==> config.mk <==
export PLATFORM = sky130hd
export DESIGN_NAME = ext_irq_cond
export DESIGN_NICKNAME = d
export VERILOG_FILES = /design/src/rtl/ext_irq_pkg.sv /design/src/rtl/eic_sync.sv /design/src/rtl/eic_edge.sv /design/src/rtl/eic_flag.sv /design/src/rtl/ext_irq_cond.sv
export SDC_FILE = /design/constraint.sdc
export NUM_CORES = 1
export LEC_CHECK = 0
export BUFFER_PORTS_ARGS = -buffer_cell sky130_fd_sc_hd__buf_4
export CORE_AREA = 2 2 39 41
export DETAILED_ROUTE_END_ITERATION = 7
export DIE_AREA = 0 0 41 43
export HOLD_SLACK_MARGIN = 0.06
export PLACE_DENSITY_LB_ADDON = 0.2
export SLEW_MARGIN = 5
export SYNTH_ARGS = -nofsm -noshare
export SYNTH_HDL_FRONTEND = slang
export SYNTH_SLANG_ARGS = --single-unit
export TNS_END_PERCENT = 1
==> constraint.sdc <==
create_clock -name clk -period 2.6 [get_ports clk]
set_input_delay 0.13 -clock clk [delete_from_list [all_inputs] [get_ports clk]]
set_output_delay 0.13 -clock clk [all_outputs]
set_load 0.03 [all_outputs]
==> src/rtl/ext_irq_pkg.sv <==
package ext_irq_pkg;
  typedef enum logic {
    EDGE_FALL = 1'b0,
    EDGE_RISE = 1'b1
  } edge_pol_e;

  localparam int unsigned SYNC_MIN = 2;
endpackage

==> src/rtl/eic_sync.sv <==
module eic_sync #(
  parameter int unsigned STAGES = 2
) (
  input  logic clk,
  input  logic rst,
  input  logic pin_i,
  input  logic analog_i,
  output logic level_o
);
  import ext_irq_pkg::*;

  localparam int unsigned DEPTH = (STAGES < SYNC_MIN) ? SYNC_MIN : STAGES;

  logic [DEPTH-1:0] chain_q;

  always_ff @(posedge clk) begin
    if (rst) chain_q <= '0;
    else     chain_q <= {chain_q[DEPTH-2:0], pin_i};
  end

  // analog pins read as zero for the detector
  assign level_o = analog_i ? 1'b0 : chain_q[DEPTH-1];

  AST_ANALOG_READS_ZERO: assert property (@(posedge clk) disable iff (rst)
    analog_i |-> !level_o);
endmodule

==> src/rtl/eic_edge.sv <==
module eic_edge (
  input  logic clk,
  input  logic rst,
  input  logic level_i,
  input  logic pol_i,
  input  logic analog_i,
  output logic edge_o,
  output logic level_q_o
);
  import ext_irq_pkg::*;

  edge_pol_e pol_e;
  logic      prev_q;
  logic      pol_q;
  logic      ana_q;
  logic      cfg_chg;
  logic      rise;
  logic      fall;

  assign pol_e = edge_pol_e'(pol_i);

  always_ff @(posedge clk) begin
    if (rst) begin
      prev_q <= 1'b0;
      pol_q  <= 1'b0;
      ana_q  <= 1'b0;
    end else begin
      prev_q <= level_i;
      pol_q  <= pol_i;
      ana_q  <= analog_i;
    end
  end

  assign cfg_chg = (pol_i != pol_q) || (analog_i != ana_q);
  assign rise    = level_i && !prev_q;
  assign fall    = !level_i && prev_q;

  always_comb begin
    edge_o = 1'b0;
    if (!cfg_chg) begin
      unique case (pol_e)
        EDGE_RISE: edge_o = rise;
        EDGE_FALL: edge_o = fall;
        default:   edge_o = 1'b0;
      endcase
    end
  end

  assign level_q_o = prev_q;

  AST_ANALOG_NO_EDGE: assert property (@(posedge clk) disable iff (rst)
    analog_i |-> !edge_o);
  AST_WRONG_POLARITY: assert property (@(posedge clk) disable iff (rst)
    (edge_o && pol_i) |-> level_i);
endmodule

==> src/rtl/eic_flag.sv <==
module eic_flag (
  input  logic clk,
  input  logic rst,
  input  logic edge_i,
  input  logic clr_i,
  input  logic en_i,
  input  logic sleep_i,
  output logic flag_o,
  output logic irq_o,
  output logic wake_o
);
  logic flag_q;
  logic flag_nxt;
  logic irq_q;
  logic wake_q;
  logic sleep_q;
  logic slp_en_q;
  logic en_ok;

  // a set from an edge wins over the software clear
  assign flag_nxt = edge_i || (flag_q && !clr_i);

  // enable as it stood on the cycle sleep began
  assign en_ok = sleep_q ? slp_en_q : en_i;

  always_ff @(posedge clk) begin
    if (rst) begin
      flag_q   <= 1'b0;
      irq_q    <= 1'b0;
      wake_q   <= 1'b0;
      sleep_q  <= 1'b0;
      slp_en_q <= 1'b0;
    end else begin
      flag_q   <= flag_nxt;
      irq_q    <= flag_nxt && en_i;
      sleep_q  <= sleep_i;
      slp_en_q <= sleep_i ? en_ok : 1'b0;
      wake_q   <= sleep_i && (wake_q || (edge_i && en_ok && en_i));
    end
  end

  assign flag_o = flag_q;
  assign irq_o  = irq_q;
  assign wake_o = wake_q;

  AST_FLAG_STICKY: assert property (@(posedge clk) disable iff (rst)
    (flag_o && !clr_i) |=> flag_o);
  AST_EDGE_BEATS_CLEAR: assert property (@(posedge clk) disable iff (rst)
    (edge_i && clr_i) |=> flag_o);
  AST_IRQ_MASKED: assert property (@(posedge clk) disable iff (rst)
    !en_i |=> !irq_o);
  AST_WAKE_ONLY_ASLEEP: assert property (@(posedge clk) disable iff (rst)
    !sleep_i |=> !wake_o);
  AST_WAKE_NEEDS_FLAG: assert property (@(posedge clk) disable iff (rst)
    $rose(wake_o) |-> flag_o);
endmodule

==> src/rtl/ext_irq_cond.sv <==
module ext_irq_cond #(
  parameter int unsigned SYNC_STAGES = 2
) (
  input  logic clk,
  input  logic rst,
  input  logic pin_i,
  input  logic pol_rise_i,
  input  logic analog_sel_i,
  input  logic irq_en_i,
  input  logic flag_clr_i,
  input  logic sleep_i,
  output logic flag_o,
  output logic irq_o,
  output logic wake_o,
  output logic pin_dig_o
);
  logic level;
  logic edge_det;

  eic_sync #(.STAGES(SYNC_STAGES)) u_sync (
    .clk      (clk),
    .rst      (rst),
    .pin_i    (pin_i),
    .analog_i (analog_sel_i),
    .level_o  (level)
  );

  eic_edge u_edge (
    .clk       (clk),
    .rst       (rst),
    .level_i   (level),
    .pol_i     (pol_rise_i),
    .analog_i  (analog_sel_i),
    .edge_o    (edge_det),
    .level_q_o (pin_dig_o)
  );

  eic_flag u_flag (
    .clk     (clk),
    .rst     (rst),
    .edge_i  (edge_det),
    .clr_i   (flag_clr_i),
    .en_i    (irq_en_i),
    .sleep_i (sleep_i),
    .flag_o  (flag_o),
    .irq_o   (irq_o),
    .wake_o  (wake_o)
  );

  AST_IRQ_IMPLIES_FLAG: assert property (@(posedge clk) disable iff (rst)
    irq_o |-> flag_o);
  AST_CFG_NO_SET: assert property (@(posedge clk) disable iff (rst)
    (!flag_o && (pol_rise_i != $past(pol_rise_i) || analog_sel_i != $past(analog_sel_i))
     && !$past(rst)) |=> !flag_o);
endmodule

==> impl_metrics.tcl, run 1 <==
set metrics [dict create \
    combPwrFrac_pct 6.9 \
    hold_violations 0 \
    status "completed" \
    netlist_instances 34 \
    routedWlPerCell_um 10.1 \
    slew_headroom_pct 82.2 \
    nFillCells 147 \
    first_pass_iters 4 \
    grt-ovfl-total 0 \
    grt_start_max_net_pins 9 \
    clockPowerShare_pct 43.3 \
    final_area_um2 499 \
    power.leakage_nw 0.216 \
    clockBufferDepth 2 \
    period_share_pct 37.8 \
    seqPwrFrac_pct 49.8 \
    cts_resized 0 \
    peakVddDrop_mv 0.264 \
    tns_ps 0 \
    die_w_um 41 \
    antenna_found_initial 0 \
    nNetsFinal 58 \
    totalWireLength_um 656 \
    ys_seq_elements 10 \
    numCtsBuffers 3 \
    ctsHoldBuffers 0 \
    ys_seq_area_share_pct 55.6 \
    placedInstanceArea_um2 463 \
    critical_path_class "reg -> reg" \
    post_cts_buffers 0 \
    p_int_w 0.000257 \
    drive_above_1_share_pct 36.7 \
    crit_family "simple AND/OR/NAND/NOR gates" \
    crit_fanout 3 \
    path_cells "and4bb_1 -> nand2_1 -> a311oi_2" \
    cts.clk_slew.worst_paths_ps 70 \
    slew_viol_final 0 \
    arrival_ps 1170 \
    endpoint_kind "flip-flop" \
    drc_errors 0 \
    synth_edf_count 0 \
    portBuffers 11 \
    dieHeight_um 43 \
    syn_nets 42 \
    required_ps 2790 \
    worst_slew_pin_slew_ps 265 \
    startpoint_type "flip-flop" \
    crit_slowest_cell "dfxtp_1" \
    grt_pass1_vias 260 \
    start_util_pct 26.0 \
    clock_sinks 10 \
    clockRootBuffer "clkbuf_4" \
    die_area_um2 1760 \
    layout_commonest_cell "buf_4" \
    clock.fmax_mhz 1020 \
    clk_latency_ps 270 \
    synth_area_um2 360 \
    ant_nets 0 \
    slowest_delay_ps 310 \
    avgSynthCellArea_um2 10.6 \
    htree_levels 1 \
    via_count 282 \
    async_flop_share_pct 0 \
    hold_path_class "in -> reg" \
    multi_input_area_um2 153 \
    grt_use_total_pct 9.55 \
    grt_pass1_wl_um 1100 \
    final.min_clock_period_ps 983 \
    dp_hpwl_um 480 \
    seqCellArea_um2 200 \
    drt_iter0_drc 7 \
    yosys_most_used_dff "dfxtp_1" \
    syn2layout_area_growth_pct 38.5 \
    pin_count 12 \
    cts_tree "built" \
    finClkSkew_ps 5.97 \
    critPathBufInv 0 \
    mostFrequentLayoutCells "buf_4, dfxtp_1, nor2b_1" \
    coreArea_um2 1380 \
    vias_per_cell 4.34 \
    net-switching-power_w 0.0000657 \
    rows 14 \
    drv_cap 0 \
    ys_types 17 \
    rsz0062_at_grt "no" \
    netSwitchingFraction_pct 20.4 \
    place.gp.congestion 0.683 \
    synth_warnings 0 \
    powerDensity_nw_per_um2 646 \
    finalSetupViolations 0 \
    diodes 0 \
]
[power groups by stage]
stage	clock (W)	sequential (W)	combinational [W]
4_1_cts	0.000146	0.000161	0.0000229
3_5_place_dp	0	0.000164	0.0000227
3_3_place_gp	0	0.000164	0.0000226
5_1_grt	0.000152	0.000161	0.0000247
2_1_floorplan	0	0.000164	0.00000923
6_report	0.000139	0.000160	0.0000224
[metrics by stage]
stage / util, % / total power (W) / std cells / hold WS, ps / setup WS (ps)
floorplan: - / 0.000174 / 34 / 198 / 1520
global placement: 33.5 / 0.000187 / 61 / 345 / 1630
detailed placement: 33.5 / 0.000187 / 61 / 351 / 1610
CTS: 36.1 / 0.000329 / 65 / 72.1 / 1610
global route: 36.1 / 0.000338 / 65 / 75.3 / 1530
finish: 36.1 / 0.000322 / 65 / 78.9 / 1620
[cells in the mapped netlist, drive strengths merged (2+ instances only)]
master / count / area, µm²
nand2b: 3 / 18.8
a21oi: 2 / 10.0
inv: 2 / 7.51
nor2b: 5 / 31.3
dfxtp: 10 / 200
[worst paths after layout]
check                                  startpoint                 to  slack [ps]  cells after the start
worst max register to register       u_edge.ana_q       u_flag.irq_o        1620                      3
worst min-delay path                          rst       u_flag.irq_o          80                      2
worst min register to register  u_sync.chain_q[0]  u_sync.chain_q[1]         460                      1
worst max-delay path                 u_edge.ana_q       u_flag.irq_o        1620                      3
[state kept, by name (all words and copies together), names as in the netlist]
register,cells
u_edge.ana_q,1
u_edge.level_q_o,1
u_flag.irq_o,1
u_sync.chain_q,2
u_flag.slp_en_q,1
u_flag.flag_o,1
u_flag.sleep_q,1
u_flag.wake_o,1
u_edge.pol_q,1
[area by class of cell]
class                           count  area share (%)
Sequential cell                    10            40.1
Multi-Input combinational cell     22            30.6
Timing Repair Buffer               11            16.5
Clock buffer                        4            7.27
Tap cell                           16            4.01
Inverter                            2            1.50
[kinds of logic (layout without fill, tap and decap cells)]
kind of cell,Yosys count,in the layout,synth area share (%)
compound gates,6,6,12.2
flops,10,10,55.6
simple gates,15,15,27.4
mux,1,1,2.78
buf+inv,2,17,2.08
[layer usage]
| layer | global-route usage [%] | vias up | share of wire (%) |
|---|---|---|---|
| li1 | - | 144 | - |
| met1 | 11.9 | 127 | 43 |
| met2 | 12.5 | 9 | 49 |
| met3 | 6.28 | 2 | 7.3 |
| met4 | 4.00 | 0 | 0.91 |
| met5 | 0 | - | 0 |
No activity file was read; power rests on OpenSTA's default activity.
==> run 2, diff against run 1 <==
- clock period: 2.6 -> 1 ns (I/O delays scaled with it)
==> run 2 against run 1 <==
Compared with the run above:
- critical path depth unchanged
- total power increased to 2.6 times the previous value
- global-route usage increased by 0.32 points
==> impl_metrics.tcl, run 2 (synthesized netlist as in run 1, its figures left out) <==
set metrics [dict create \
    period_share_pct 99.1 \
    grt_use_total_pct 9.87 \
    routedWlPerCell_um 9.52 \
    coreArea_um2 1380 \
    syn2layout_area_growth_pct 59.0 \
    slew_viol_final 0 \
    regMostFlops "u_sync.chain_q" \
    critPathBufInv 0 \
    slowest_delay_ps 320 \
    clock_sinks 10 \
    pin_count 12 \
    via_count 308 \
    finalSetupViolations 0 \
    fin_util_pct 41.4 \
    clock.fmax_mhz 1010 \
    grt-ovfl-total 0 \
    netSwitchingFraction_pct 19.8 \
    powerDensity_nw_per_um2 1490 \
    post_cts_buffers 0 \
    rows 14 \
    diodes 0 \
    tns_ps 0 \
    clockRootBuffer "clkbuf_4" \
    arrival_ps 1170 \
    drt_iter0_drc 1 \
    cts_tree "built" \
    finalPower_w 0.000851 \
    crit_slowest_cell "dfxtp_2" \
    final.min_clock_period_ps 991 \
    place.gp.congestion 0.689 \
    grt_pass1_vias 300 \
    ant_nets 0 \
    worst_slew_pin_slew_ps 223 \
    rsz0062_at_grt "yes" \
    clockBufferDepth 2 \
    min-delay-start "flag_clr_i" \
    htree_levels 1 \
    critical_path_class "reg -> reg" \
    start_util_pct 26.0 \
    rr_startpoint "u_edge.level_q_o" \
    die_w_um 41 \
    vias_per_cell 4.34 \
    required_ps 1180 \
    net-switching-power_w 0.000168 \
    crit_family "simple AND/OR/NAND/NOR gates" \
    grt_pass1_wl_um 1170 \
    peakVddDrop_mv 0.739 \
    first_pass_iters 3 \
    drv_cap 0 \
    endpoint_kind "flip-flop" \
    finClkSkew_ps 4.45 \
    p_int_w 0.000683 \
    combPwrFrac_pct 9.2 \
    largest_register_ffs 2 \
    portBuffers 11 \
    cts.clk_slew.worst_paths_ps 70 \
    startpoint_type "flip-flop" \
    die_area_um2 1760 \
    numCtsBuffers 3 \
    mostFrequentLayoutCells "buf_4, dfxtp_1, dlygate4sd3_1" \
    clockPowerShare_pct 41.7 \
    antenna_found_initial 0 \
    nFillCells 146 \
    seqPwrFrac_pct 49.1 \
    power.leakage_nw 0.245 \
    drc_errors 0 \
    clk_latency_ps 260 \
    dieHeight_um 43 \
    drive_above_1_share_pct 41.8 \
    crit_fanout 3 \
    slew_headroom_pct 85.0 \
    layout_commonest_cell "buf_4" \
    status "completed" \
    hold_path_class "in -> reg" \
    critPathLaunch "u_edge.level_q_o" \
    totalWireLength_um 676 \
    nNetsFinal 64 \
    grt_start_max_net_pins 9 \
    path_cells "and4bb_1 -> nand2_2 -> a311oi_2" \
    hold_violations 0 \
]
## run 2: cell type report
cell class,count,area (µm²),share of cell area [%]
multi-input cells,22,164,28.6
flip-flops and latches,10,203,35.4
well taps,16,20.0,3.49
inverters,2,7.51,1.31
clock buffers,4,36.3,6.33
repair buffers,17,143,24.9
## run 2: path summary, 6_finish.rpt
check | to | slack [ps] | cells past startpoint
setup reg to reg | u_flag.irq_o | 9 | 3
setup / recovery | u_flag.irq_o | 9 | 3
hold reg to reg | u_sync.chain_q[1] | 450 | 1
hold / removal | u_flag.flag_o | 120 | 3
## run 2: worst register-to-register path: cells and delay by family (launching register included)
kind             cells  cell delay (ps)
AO/OA/AOI/OAI        1              220
flip-flops           1              320
AND/OR/NAND/NOR      2              370
## run 2: per-layer routing
layer,GRT usage (%),vias to the layer above,part of all wire [%]
li1,-,158,-
met1,12.3,142,46
met2,14.1,8,49
met3,6.28,0,5.5
met4,2.00,0,0
met5,0,-,0
## run 2: repair_timing
item	in CTS	in global routing
pin swaps	0	3
setup endpoints to repair	1	3
gates resized for setup	1	3
hold buffers	6	0
endpoints found under the hold margin	9	0
## run 2: stage by stage
stage	setup WS, ps	area, µm²	hold slack (ps)	instances
after floorplan	0.190	362	114	34
after global placement	34.7	464	268	61
after detailed placement	7.73	464	270	61
after CTS	-0.319	562	107	71
after global routing	-49.4	573	128	71
final	8.87	573	115	71
## run 2: power groups by stage
stage	logic (W)	clock network (W)	registers (W)
final	0.0000783	0.000355	0.000418
after global routing	0.0000856	0.000392	0.000420
after CTS	0.0000774	0.000371	0.000418
after detailed placement	0.0000592	0	0.000427
after global placement	0.0000591	0	0.000427
after floorplan	0.0000240	0	0.000427
